==> config.mk <==
export PLATFORM = sky130hd
export DESIGN_NAME = twohot_opc_pipe
export DESIGN_NICKNAME = d
export VERILOG_FILES = /design/src/rtl/twohot_pkg.sv /design/src/rtl/twohot_stage_reg.sv /design/src/rtl/twohot_classify.sv /design/src/rtl/twohot_op_decode.sv /design/src/rtl/twohot_opc_pipe.sv
export SDC_FILE = /design/constraint.sdc
export NUM_CORES = 1
export LEC_CHECK = 0
export CAP_MARGIN = 20
export CORE_MARGIN = 4
export CORE_UTILIZATION = 40
export DETAILED_ROUTE_END_ITERATION = 7
export PLACE_DENSITY_LB_ADDON = 0.25
export RECOVER_POWER = 25
export SYNTH_ARGS = -nofsm -noshare
export SYNTH_HDL_FRONTEND = slang
export SYNTH_HIERARCHICAL = 1
export SYNTH_SLANG_ARGS = --single-unit
==> constraint.sdc <==
create_clock -name clk_i -period 5.63 [get_ports clk_i]
set_input_delay 1.689 -clock clk_i [delete_from_list [all_inputs] [get_ports clk_i]]
set_output_delay 1.689 -clock clk_i [all_outputs]
set_load 0.02 [all_outputs]
==> src/rtl/twohot_pkg.sv <==
package twohot_pkg;
  localparam int unsigned OPC_W_DEF = 8;
  localparam int unsigned NSTG      = 3;  // decode, execute, writeback

  // lexicographic pair index, lo ascending then hi ascending
  function automatic int pair_index(input int lo, input int hi, input int w);
    int k;
    k = 0;
    for (int l = 0; l < lo; l++) k += w - 1 - l;
    return k + (hi - lo - 1);
  endfunction
endpackage

==> src/rtl/twohot_stage_reg.sv <==
module twohot_stage_reg #(
  parameter int unsigned W = 8
) (
  input  logic         clk_i,
  input  logic         rst_ni,
  input  logic         en_i,
  input  logic         clr_i,
  input  logic         vld_i,
  input  logic [W-1:0] d_i,
  output logic         vld_o,
  output logic [W-1:0] q_o
);
  always_ff @(posedge clk_i or negedge rst_ni) begin
    if (!rst_ni) begin
      vld_o <= 1'b0;
      q_o   <= '0;
    end else if (clr_i) begin
      vld_o <= 1'b0;
    end else if (en_i) begin
      vld_o <= vld_i;
      q_o   <= d_i;
    end
  end
endmodule

==> src/rtl/twohot_classify.sv <==
module twohot_classify #(
  parameter int unsigned OPC_W = 8
) (
  input  logic [OPC_W-1:0] opc_i,
  output logic             nop_o,
  output logic             ill_o
);
  localparam int unsigned CNT_W = $clog2(OPC_W + 1);
  logic [CNT_W-1:0] ones;

  always_comb begin
    ones = '0;
    for (int i = 0; i < OPC_W; i++) ones = ones + CNT_W'(opc_i[i]);
  end

  assign nop_o = (ones < CNT_W'(2));
  assign ill_o = (ones > CNT_W'(2));
endmodule

==> src/rtl/twohot_op_decode.sv <==
module twohot_op_decode
  import twohot_pkg::*;
#(
  parameter int unsigned OPC_W = 8,
  localparam int unsigned NOPS = OPC_W * (OPC_W - 1) / 2
) (
  input  logic [OPC_W-1:0] opc_i,
  input  logic             qual_i,
  output logic [NOPS-1:0]  ops_o
);
  for (genvar lo = 0; lo < OPC_W - 1; lo++) begin : g_lo
    for (genvar hi = lo + 1; hi < OPC_W; hi++) begin : g_hi
      localparam int K = pair_index(lo, hi, OPC_W);
      assign ops_o[K] = qual_i & opc_i[lo] & opc_i[hi];
    end
  end
endmodule

==> src/rtl/twohot_opc_pipe.sv <==
module twohot_opc_pipe
  import twohot_pkg::*;
#(
  parameter int unsigned OPC_W = OPC_W_DEF,
  localparam int unsigned NOPS = OPC_W * (OPC_W - 1) / 2
) (
  input  logic             clk_i,
  input  logic             rst_ni,
  input  logic             stall_i,
  input  logic             flush_i,
  input  logic             instr_valid_i,
  input  logic [OPC_W-1:0] opcode_i,
  output logic [NOPS-1:0]  dec_ops_o,
  output logic [NOPS-1:0]  ex_ops_o,
  output logic [NOPS-1:0]  wb_ops_o,
  output logic             wb_nop_o,
  output logic             wb_illegal_o
);
  localparam int unsigned LAST = NSTG - 1;

  logic [NSTG-1:0][OPC_W-1:0] opc_s;
  logic [NSTG-1:0][NOPS-1:0]  ops_s;
  logic [NSTG-1:0]            vld_s, nop_s, ill_s;

  for (genvar g = 0; g < NSTG; g++) begin : g_stg
    if (g == 0) begin : g_dec
      twohot_stage_reg #(.W(OPC_W)) u_reg (
        .clk_i, .rst_ni,
        .en_i (~stall_i), .clr_i(flush_i),
        .vld_i(instr_valid_i), .d_i(opcode_i),
        .vld_o(vld_s[g]), .q_o(opc_s[g])
      );
      // class is resolved once here and carried downstream
      twohot_classify #(.OPC_W(OPC_W)) u_cls (
        .opc_i(opc_s[g]), .nop_o(nop_s[g]), .ill_o(ill_s[g])
      );
    end else begin : g_carry
      logic [OPC_W+1:0] q;
      twohot_stage_reg #(.W(OPC_W + 2)) u_reg (
        .clk_i, .rst_ni,
        .en_i (~stall_i), .clr_i(flush_i),
        .vld_i(vld_s[g-1]), .d_i({ill_s[g-1], nop_s[g-1], opc_s[g-1]}),
        .vld_o(vld_s[g]), .q_o(q)
      );
      assign opc_s[g] = q[OPC_W-1:0];
      assign nop_s[g] = q[OPC_W];
      assign ill_s[g] = q[OPC_W+1];
    end

    twohot_op_decode #(.OPC_W(OPC_W)) u_dec (
      .opc_i (opc_s[g]),
      .qual_i(vld_s[g] & ~ill_s[g]),
      .ops_o (ops_s[g])
    );
  end

  logic retire;
  assign retire = vld_s[LAST] & ~stall_i;

  assign dec_ops_o    = ops_s[0];
  assign ex_ops_o     = ops_s[1];
  assign wb_ops_o     = retire ? ops_s[LAST] : '0;
  assign wb_nop_o     = retire & nop_s[LAST];
  assign wb_illegal_o = retire & ill_s[LAST];
endmodule

Yosys cells after proc, flatten, opt, wreduce, memory -nomap -nowiden
Cells that the tools add are included.

word-level totals
  register bits = 31
  bits of input ports = 13
  output and inout bits = 86

operators by class
  reduce and logical (&&, ||, !) cells = 1
  add/sub/neg operators = 7
  equality and inequality tests = 1
  multiplexer cells = 7
  bitwise logic cells = 116
  order comparisons = 2

operator list
  operator              number
  $and A1 B1 Y1         111
  $mux W28              1
  $add A4 B1 Y4         6
  $mux W1               6
  $not A1 Y1            5
  $gt A4 B2 Y1 const B  1
  $lt A4 B2 Y1 const B  1
  $add A1 B1 Y2         1
  $ne A2 B1 Y1 const B  1
  $reduce_and A2 Y1     1

Depth between registers and ports, before layout
Gate-level depths: netlist of the first run.

  depth in word-level cells = 12
  mapped depth = 13
  gate-level depth less buffers = 12

Hierarchy
Netlist of the first run, hierarchy kept.

by module, submodules not included
  module                                         instances  seq. area each (um^2)  cells an instance  area each (um^2)
  twohot_stage_reg (g_stg[1].g_carry.u_reg ...)  2          275.3                  25                 473.0
  twohot_op_decode                               3          0.0                    30                 207.7
  twohot_stage_reg (g_stg[0].g_dec.u_reg)        1          225.2                  21                 384.1
  twohot_opc_pipe                                1          0.0                    40                 317.8
  twohot_classify                                1          0.0                    23                 210.2

Worst setup path after synthesis of the first run
No wires, ideal clock.

  path kind = register to output
  start = reg g_stg[0].g_dec.u_reg.q_o[0]
  end = out dec_ops_o[10]
  stages on the path, launching flop included = 14
  buffers on the path = 1
  arrival time = 3.809 ns
  path slack = 0.132 ns
  cell sequence = dfrtp_1 fa_1 inv_1 fa_1 fa_1 inv_1 ha_1 inv_1 fa_1 a2111oi_4 o22ai_1 nor2b_1 buf_6 and3_1

between the ends
  cells in the longest elaborated chain, start to end = 12

ends and longest elaborated chain
  element                      line                    text
  start: declaration           twohot_stage_reg.sv:11  output logic [W-1:0] q_o
  start signal: assignment     twohot_stage_reg.sv:21  q_o <= d_i;
  $add A1 B1 Y2                twohot_classify.sv:13   for (int i = 0; i < OPC_W; i++) ones = ones + CNT_W'(opc_i[i]);
  $add A4 B1 Y4 (6 in series)  twohot_classify.sv:13
  $gt A4 B2 Y1                 twohot_classify.sv:17   assign ill_o = (ones > CNT_W'(2));
  via ill_s[0]                 twohot_opc_pipe.sv:23   logic [NSTG-1:0] vld_s, nop_s, ill_s;
  $not A1 Y1                   twohot_opc_pipe.sv:52   .qual_i(vld_s[g] & ~ill_s[g]),
  $and A1 B1 Y1                twohot_opc_pipe.sv:52
  $and A1 B1 Y1 (2 in series)  twohot_op_decode.sv:14  assign ops_o[K] = qual_i & opc_i[lo] & opc_i[hi];
  end: declaration             twohot_opc_pipe.sv:13   output logic [NOPS-1:0] dec_ops_o,

The timed path passes the listed nets, and every way through them passes these cells.

Worst setup path after layout of the first run
  start = reg g_stg[0].g_dec.u_reg.q_o[0]
  end = out dec_ops_o[9]

The elaborated chain is that of the path after synthesis.

==> results by group, run 1 <==
Floorplanning
  • Ports: just under 100
  • Die width: between 80 and 90 um
  • Full die area: 0.00753 mm^2
  • Initial core utilization: 0.417
  • CORE AREA: roughly 0.006 mm^2
  • Die Span Y: roughly 87 um
  • FP Rows: 28

Clock tree
  • Clk buf depth: 2
  • Root Buffer: clkbuf_8
  • Worst-path clk slew: 60 ps
  • # clock sinks: 31
  • H-tree levels: 2
  • CTS Buf Count: 5
  • CTS tree: built
  • Worst skew pair latency: roughly 280 ps

Pwr
  • Sequential share of power: 0.368
  • Worst VDD drop: between 0.15 and 0.2 mV
  • Internal Pwr Total: approximately 650 uW
  • Pwr Total: slightly above 1000 uW
  • Clock power frac: 0.213
  • Net Sw Power: between 300 and 400 uW
  • PwrDens: 282 mW/mm^2
  • Logic pwr share: 0.419
  • Switching Fraction: 0.356
  • Lkg Pwr: about 0.002 uW

Logic synthesis
  • Sequential area share after synthesis: 0.313
  • Number of synthesized register bits: 31
  • Synthesized area per cell: ~11 um^2
  • Net Count, Synth: 244
  • Cell Area, Synth: about 0.0025 mm^2
  • Gate Count Post-Synth: about 220
  • Yosys cell types: 19
  • Yosys warning count: 6

Timing
  • Slew Limit Fails: 32
  • Tmin final: about 5500 ps
  • Final count of negative-setup-slack endpoints: 0
  • RSZ-0062 raised after global routing: yes
  • Max-slew headroom: -0.0643
  • Skew final: about 9 ps
  • Period utilization: 0.983
  • Final Hold Vio Count: 0
  • Fmax: 181 MHz
  • Slew @ Worst Pin: around 1600 ps

Global route
  • Total track usage: 0.180
  • Via count of the first global-routing pass: between 2k and 2.5k
  • First-pass GRT wire length: about 11,000 um
  • Largest net degree at the start of global routing: 33
  • Final global-route overflow total: 0
  • Initial antenna violation count: 0

Place
  • Routability cong.: between 0.7 and 0.8
  • DP Area: around 0.0035 mm^2
  • Number of port buffers: 98
  • Placed cell count: approximately 390
  • DP Wirelength: 4750 um

Cells and area
  • Most frequent cells in the layout: clkdlybuf4s50_1 (69), and3_1 (60), buf_4 (34)
  • # diodes: 0
  • Non-filler cells, final: just over 400
  • Area Growth Syn to Fin: 43.8%
  • Layout cells sized above 1: 0.336
  • Commonest non-fill, non-tap cell in the layout: clkdlybuf4s50_1
  • Fin area: 0.00357 mm^2
  • Nets@finish: 349

Setup path
  • Crit. End Element: output pin
  • Worst r2r src: g_stg[0].g_dec.u_reg/q_o[0]
  • Crit path largest cell delay: approximately 530 ps
  • CP Launch Point: g_stg[0].g_dec.u_reg/q_o[0]
  • Critical Path, Cell by Cell: fa_1 > inv_1 > fa_1 > fa_1 > inv_1 > ha_1 > inv_1 > fa_2 > a2111oi_4 > o22ai_2 > nor2b_4 > buf_4 > and3_1 > buf_2
  • WS Path Type: reg -> out
  • Critical Path RT: around 4000 ps
  • Critical Path AT: between 3000 and 4000 ps
  • CP max-delay cell: fa_1
  • Reg2reg path depth: 13
  • Critical Path Start Type: flip-flop
  • R2R Path End: g_stg[1].g_carry.u_reg/q_o[9]
  • R2R Setup Slk: around 2100 ps
  • CP Max Fanout: 7

Status
  • Status: finished, violations left
  • Failing checks: max-capacitance violations, max-slew violations

Drt
  • Antenna Nets Post-Route: 0
  • Detailed router's first-iteration violation count: 100
  • Via count: a little over 2k
  • Avg WL per Cell: 15.9 um
  • First-pass DRT Iterations: 4
  • Mean number of vias per cell: 5.04
  • DR DRC count: 0
  • Routed Wire Length: 6440 um

Worst hold path
  • Worst hold path type: reg -> reg
  • Min-delay src: g_stg[2].g_carry.u_reg/q_o[8]
  • Hold EP: g_stg[2].g_carry.u_reg/q_o[8]
  • WHS Path Cells: 1

Run
  • Max-cap viol count: 1
==> per-stage QoR <==
stage / TNS [ps] / hold slack, ps / worst slack, ps / util
6_report: 0 / 517 / 97.0 / 0.599
5_1_grt: -2100 / 535 / -111 / 0.599
4_1_cts: 0 / 526 / 67.0 / 0.589
3_5_place_dp: -5770 / 511 / -223 / 0.586
3_3_place_gp: -2960 / 499 / -116 / 0.585
2_1_floorplan: 0 / 475 / 132 / -
==> registers in the layout, summed over array words and instances, names as in the netlist <==
name	flops
g_stg.g_dec.u_reg/q_o	8
g_stg.g_carry.u_reg/q_o	20
g_stg.g_carry.u_reg/vld_o	2
g_stg.g_dec.u_reg/vld_o	1
==> area by class of cell <==
type | instances | area (um^2)
Tap cell | 75 | 93.8
Timing Repair Buffer | 113 | 1010
Inverter | 13 | 48.8
Fill cell | 514 | 2390
Clock buffer | 5 | 68.8
Clock inverter | 3 | 43.8
Sequential cell | 31 | 776
Multi-Input combinational cell | 165 | 1520
==> synth_stat cells <==
cell | count | area share
and3_1 | 60 | 0.15
dfrtp_1 | 31 | 0.31
and3b_1 | 28 | 0.099
mux2_4 | 28 | 0.17
and3_2 | 24 | 0.073
inv_1 | 13 | 0.020
buf_6 | 7 | 0.032
buf_2 | 6 | 0.012
fa_1 | 4 | 0.032
nor2b_1 | 4 | 0.010
ha_1 | 3 | 0.015
mux2i_1 | 3 | 0.012
nor2_1 | 3 | 0.0045
nor2b_4 | 3 | 0.017
and3b_2 | 2 | 0.0081
buf_12 | 2 | 0.016
a2111oi_4 | 1 | 0.011
o21a_1 | 1 | 0.0030
o22ai_1 | 1 | 0.0025
==> cells by family after synthesis <==
family                   share of synthesized area
multiplexers                                 0.182
AO/OA/AOI/OAI                               0.0166
adder cells (fa/ha/maj)                     0.0474
flip-flops                                   0.313
buffers and inverters                       0.0797
AND/OR/NAND/NOR                              0.362
==> power groups by stage <==
| stage | registers, uW | clock network [uW] | logic, uW |
|---|---|---|---|
| after detailed placement | 375 | 0 | 381 |
| after global placement | 372 | 0 | 368 |
| after CTS | 372 | 222 | 402 |
| final | 371 | 215 | 422 |
| after global routing | 386 | 234 | 462 |
| after floorplan | 341 | 0 | 271 |
==> what timing repair did <==
action	4_1_cts	5_1_grt
hold buffers	0	0
setup endpoints to repair	28	28
cloned	2	0
pin swaps	2	1
resized for setup	120	22
setup buffers	1	1
==> metal layers <==
layer	vias to the layer above	wire, um	part of all wire	track usage
met5	-	0	0	0
met3	9	340	0.053	0.0304
met1	948	2730	0.42	0.226
li1	1015	-	-	-
met2	70	3270	0.51	0.313
met4	0	97	0.015	0.0595
==> worst max-delay path, delay by kind of cell (launching register included) <==
kind | cells | cell delay (ps)
AOI/OAI and AO/OA | 2 | 380
adders and majority gates | 5 | 1930
buffers and inverters | 5 | 510
DFF | 1 | 400
and+or+nand+nor | 2 | 340
==> worst max path at each step <==
stage	endpoint	slack, ps
after global routing	dec_ops_o[27]	-110
final	dec_ops_o[9]	100
after CTS	dec_ops_o[9]	70
after floorplan	dec_ops_o[10]	130
after detailed placement	dec_ops_o[5]	-220
after global placement	dec_ops_o[1]	-120
(Power assumes the default switching activity.)
==> inputs of run 2 (changes only) <==
--- a/config.mk
+++ b/config.mk
@@ -5,9 +5,10 @@
 export SDC_FILE = /design/constraint.sdc
 export NUM_CORES = 1
 export LEC_CHECK = 0
+export ABC_AREA = 0
 export CAP_MARGIN = 20
 export CORE_MARGIN = 4
-export CORE_UTILIZATION = 40
+export CORE_UTILIZATION = 45
 export DETAILED_ROUTE_END_ITERATION = 7
 export PLACE_DENSITY_LB_ADDON = 0.25
 export RECOVER_POWER = 25
==> constraint.sdc (replaced) <==
create_clock -name clk_i -period 7.15 [get_ports clk_i]
set_input_delay 2.145 -clock clk_i [delete_from_list [all_inputs] [get_ports clk_i]]
set_output_delay 2.145 -clock clk_i [all_outputs]
set_load 0.02 [all_outputs]
==> run 2 against run 1 <==
The run still ends with max-capacitance violations, max-slew violations left; non-clock buffer count is 11 lower; register-to-register slack better by 1400 ps; die area is 10% lower; clock skew is 2.9 ps lower; count of clock-buffer cells in the layout is 2 higher; critical path depth stayed put; highest routed layer unchanged.
==> results by group, run 2 (synthesis gave the netlist of run 1 again) <==
Cells and area
  • Fillcell total: 434 (-16%)
  • Top flop regs: g_stg.g_carry.u_reg/q_o x20, g_stg.g_dec.u_reg/q_o x8, g_stg.g_carry.u_reg/vld_o x2
  • Commonest non-fill, non-tap cell in the layout: clkdlybuf4s50_1
  • Register bank with the most flops: g_stg.g_carry.u_reg/q_o
  • Area Growth Syn to Fin: 40.8%
  • # diodes: 0 (unchanged)
  • Layout cells sized above 1: 0.207 (-0.129)
  • Final Core Density: 0.667 (+0.0680)
  • Nets@finish: 338 (-3.2%)
  • Most frequent cells in the layout: clkdlybuf4s50_1 (96), and3_1 (60), dfrtp_1 (31)
  • Number of flip-flops in the largest register: 20 (unchanged)

Global route
  • Total track usage: 0.194 (+0.0134)
  • Largest net degree at the start of global routing: 33 (unchanged)
  • Via count of the first global-routing pass: 1,924 (-6.1%)
  • Final global-route overflow total: 0 (unchanged)
  • First-pass GRT wire length: 10,000 um (-6.1%)
  • Initial antenna violation count: 0 (unchanged)

Pwr
  • Worst VDD drop: 0.114 mV (-27%)
  • Internal Pwr Total: 440 uW (-32%)
  • Lkg Pwr: 0.00186 uW (-7.3%)
  • Sequential share of power: 0.429 (+0.061)
  • PwrDens: 201 mW/mm^2 (-29%)
  • Switching Fraction: 0.372 (+0.0164)
  • Pwr Total: 701 uW (-30%)
  • Logic pwr share: 0.387 (-0.032)
  • Clock power frac: 0.183 (-0.030)
  • Net Sw Power: 261 uW (-27%)

Clock tree
  • CTS Buf Count: 5 (unchanged)
  • Worst skew pair latency: 280 ps (about the same)
  • Post-CTS setup buffers: 0 (-1)
  • CTS tree: built
  • H-tree levels: 2 (unchanged)
  • # clock sinks: 31 (unchanged)
  • Worst-path clk slew: 60 ps (about the same)
  • Cts hold-fix bufs: 0 (unchanged)
  • Root Buffer: clkbuf_8
  • Post_cts resized: 0 (-100%)
  • Clk buf depth: 2 (unchanged)

Drt
  • Via count: 2,021 (-1.0%)
  • DR DRC count: 0 (unchanged)
  • Mean number of vias per cell: 5.20 (+3.0%)
  • First-pass DRT Iterations: 4 (unchanged)
  • Avg WL per Cell: 15.9 um (about the same)
  • Antenna Nets Post-Route: 0 (unchanged)
  • Routed Wire Length: 6190 um (-3.9%)
  • Detailed router's first-iteration violation count: 89 (-11%)

Floorplanning
  • Full die area: 0.00677 mm^2 (-10%)
  • Ports: 99 (unchanged)
  • Die Span Y: 82.3 um (-5.2%)
  • CORE AREA: 0.00524 mm^2 (-12%)
  • FP Rows: 26 (-7.1%)
  • Initial core utilization: 0.474 (+0.0571)
  • Die width: 82.3 um (-5.2%)

Timing
  • Skew final: 6.24 ps (-2.90 ps)
  • Max-slew headroom: -0.0630 (+0.00124)
  • Tmin final: approximately 6900 ps
  • Setup TNS: 0 ps (unchanged)
  • Hold_ws: 515 ps (-2.49 ps)
  • RSZ-0062 raised after global routing: no
  • Period utilization: 0.962
  • Final count of negative-setup-slack endpoints: 0 (unchanged)
  • Fmax: 145 MHz
  • Final Hold Vio Count: 0 (unchanged)
  • Slew @ Worst Pin: 1590 ps (-1.86 ps)
  • Slew Limit Fails: 32 (unchanged)

Setup path
  • CP Max Fanout: 28 (+21)
  • Critical Path AT: 4730 ps (+890 ps)
  • Critical Path Start Type: flip-flop
  • Crit. End Element: output pin
  • Critical Path RT: 5010 ps (+1070 ps)
  • WS Path Type: reg -> out

Worst hold path
  • Worst hold path type: reg -> reg

Place
  • Number of port buffers: 98 (unchanged)
  • Routability cong.: 0.732 (-3.1%)
  • DP Wirelength: 4580 um (-3.6%)

Status
  • Status: finished, violations left
  • Failing checks: max-capacitance violations, max-slew violations

Run
  • Max-cap viol count: 1 (unchanged)
## run 2: changes by cell type in the layout (fill, tap and decap cells not counted), moves of 2 or more
cell             previous run  this run
buf_4                      34         3
clkdlybuf4s50_1            69        96
buf_2                       6         0
buf_6                       2         0
clkbuf_1                    1         3
mux2_2                      0         2
mux2_4                     28        26
nor2b_1                     3         5
nor2b_4                     4         2
## run 2: area by class of cell
type / count / area [um^2] / share of cell area
clock buffer: 7 / 76.3 / 0.0218
clock inverter: 1 / 5.00 / 0.00143
inverter: 13 / 48.8 / 0.0140
multi-input combinational: 165 / 1490 / 0.427
sequential: 31 / 776 / 0.222
tap: 70 / 87.6 / 0.0251
timing repair buffer: 102 / 1010 / 0.288
## run 2: power by group through the flow
stage	sequential (uW)	combinational [uW]	clock (uW)
after global placement	300	259	0
after floorplan	268	213	0
after detailed placement	304	274	0
after global routing	312	297	143
final	301	271	128
after CTS	301	276	133
## run 2: critical path: stages (launching register included)
cell and delay (ps):
dfrtp_1 500, fa_1 550, inv_1 50, fa_1 500
fa_1 440, inv_1 70, ha_1 210, inv_1 70
fa_1 420, a2111oi_4 320, o22ai_1 140, nor2b_1 140
buf_4 230, and3_2 200, clkdlybuf4s50_1 600
## run 2: path summary, 6_finish.rpt
path	startpoint	to	slack [ps]	cells after the start
hold / removal	g_stg[1].g_carry.u_reg/q_o[8]	g_stg[1].g_carry.u_reg/q_o[8]	510	1
setup / recovery	g_stg[0].g_dec.u_reg/q_o[1]	dec_ops_o[5]	270	14
setup reg to reg	g_stg[0].g_dec.u_reg/q_o[1]	g_stg[1].g_carry.u_reg/q_o[9]	3490	11
max in group asynchronous	rst_ni	g_stg[2].g_carry.u_reg/q_o[6]	3410	2
hold reg to reg	g_stg[1].g_carry.u_reg/q_o[8]	g_stg[1].g_carry.u_reg/q_o[8]	510	1
min in group asynchronous	rst_ni	g_stg[0].g_dec.u_reg/q_o[4]	2810	2
## run 2: per-layer routing
| layer | vias to the layer above | share of wire | global-route usage |
|---|---|---|---|
| met3 | 8 | 0.064 | 0.0488 |
| met5 | - | 0 | 0 |
| li1 | 990 | - | - |
| met4 | 0 | 0.013 | 0.0598 |
| met2 | 58 | 0.50 | 0.327 |
| met1 | 965 | 0.42 | 0.242 |
## run 2: through the flow
step           cell area [um^2]  std cells  worst slack (ps)
4_1_cts                    3500        388               234
3_5_place_dp               3420        380               560
3_3_place_gp               3420        379               743
6_report                   3490        389               271
2_1_floorplan              2480        224              1200
5_1_grt                    3490        389              28.1
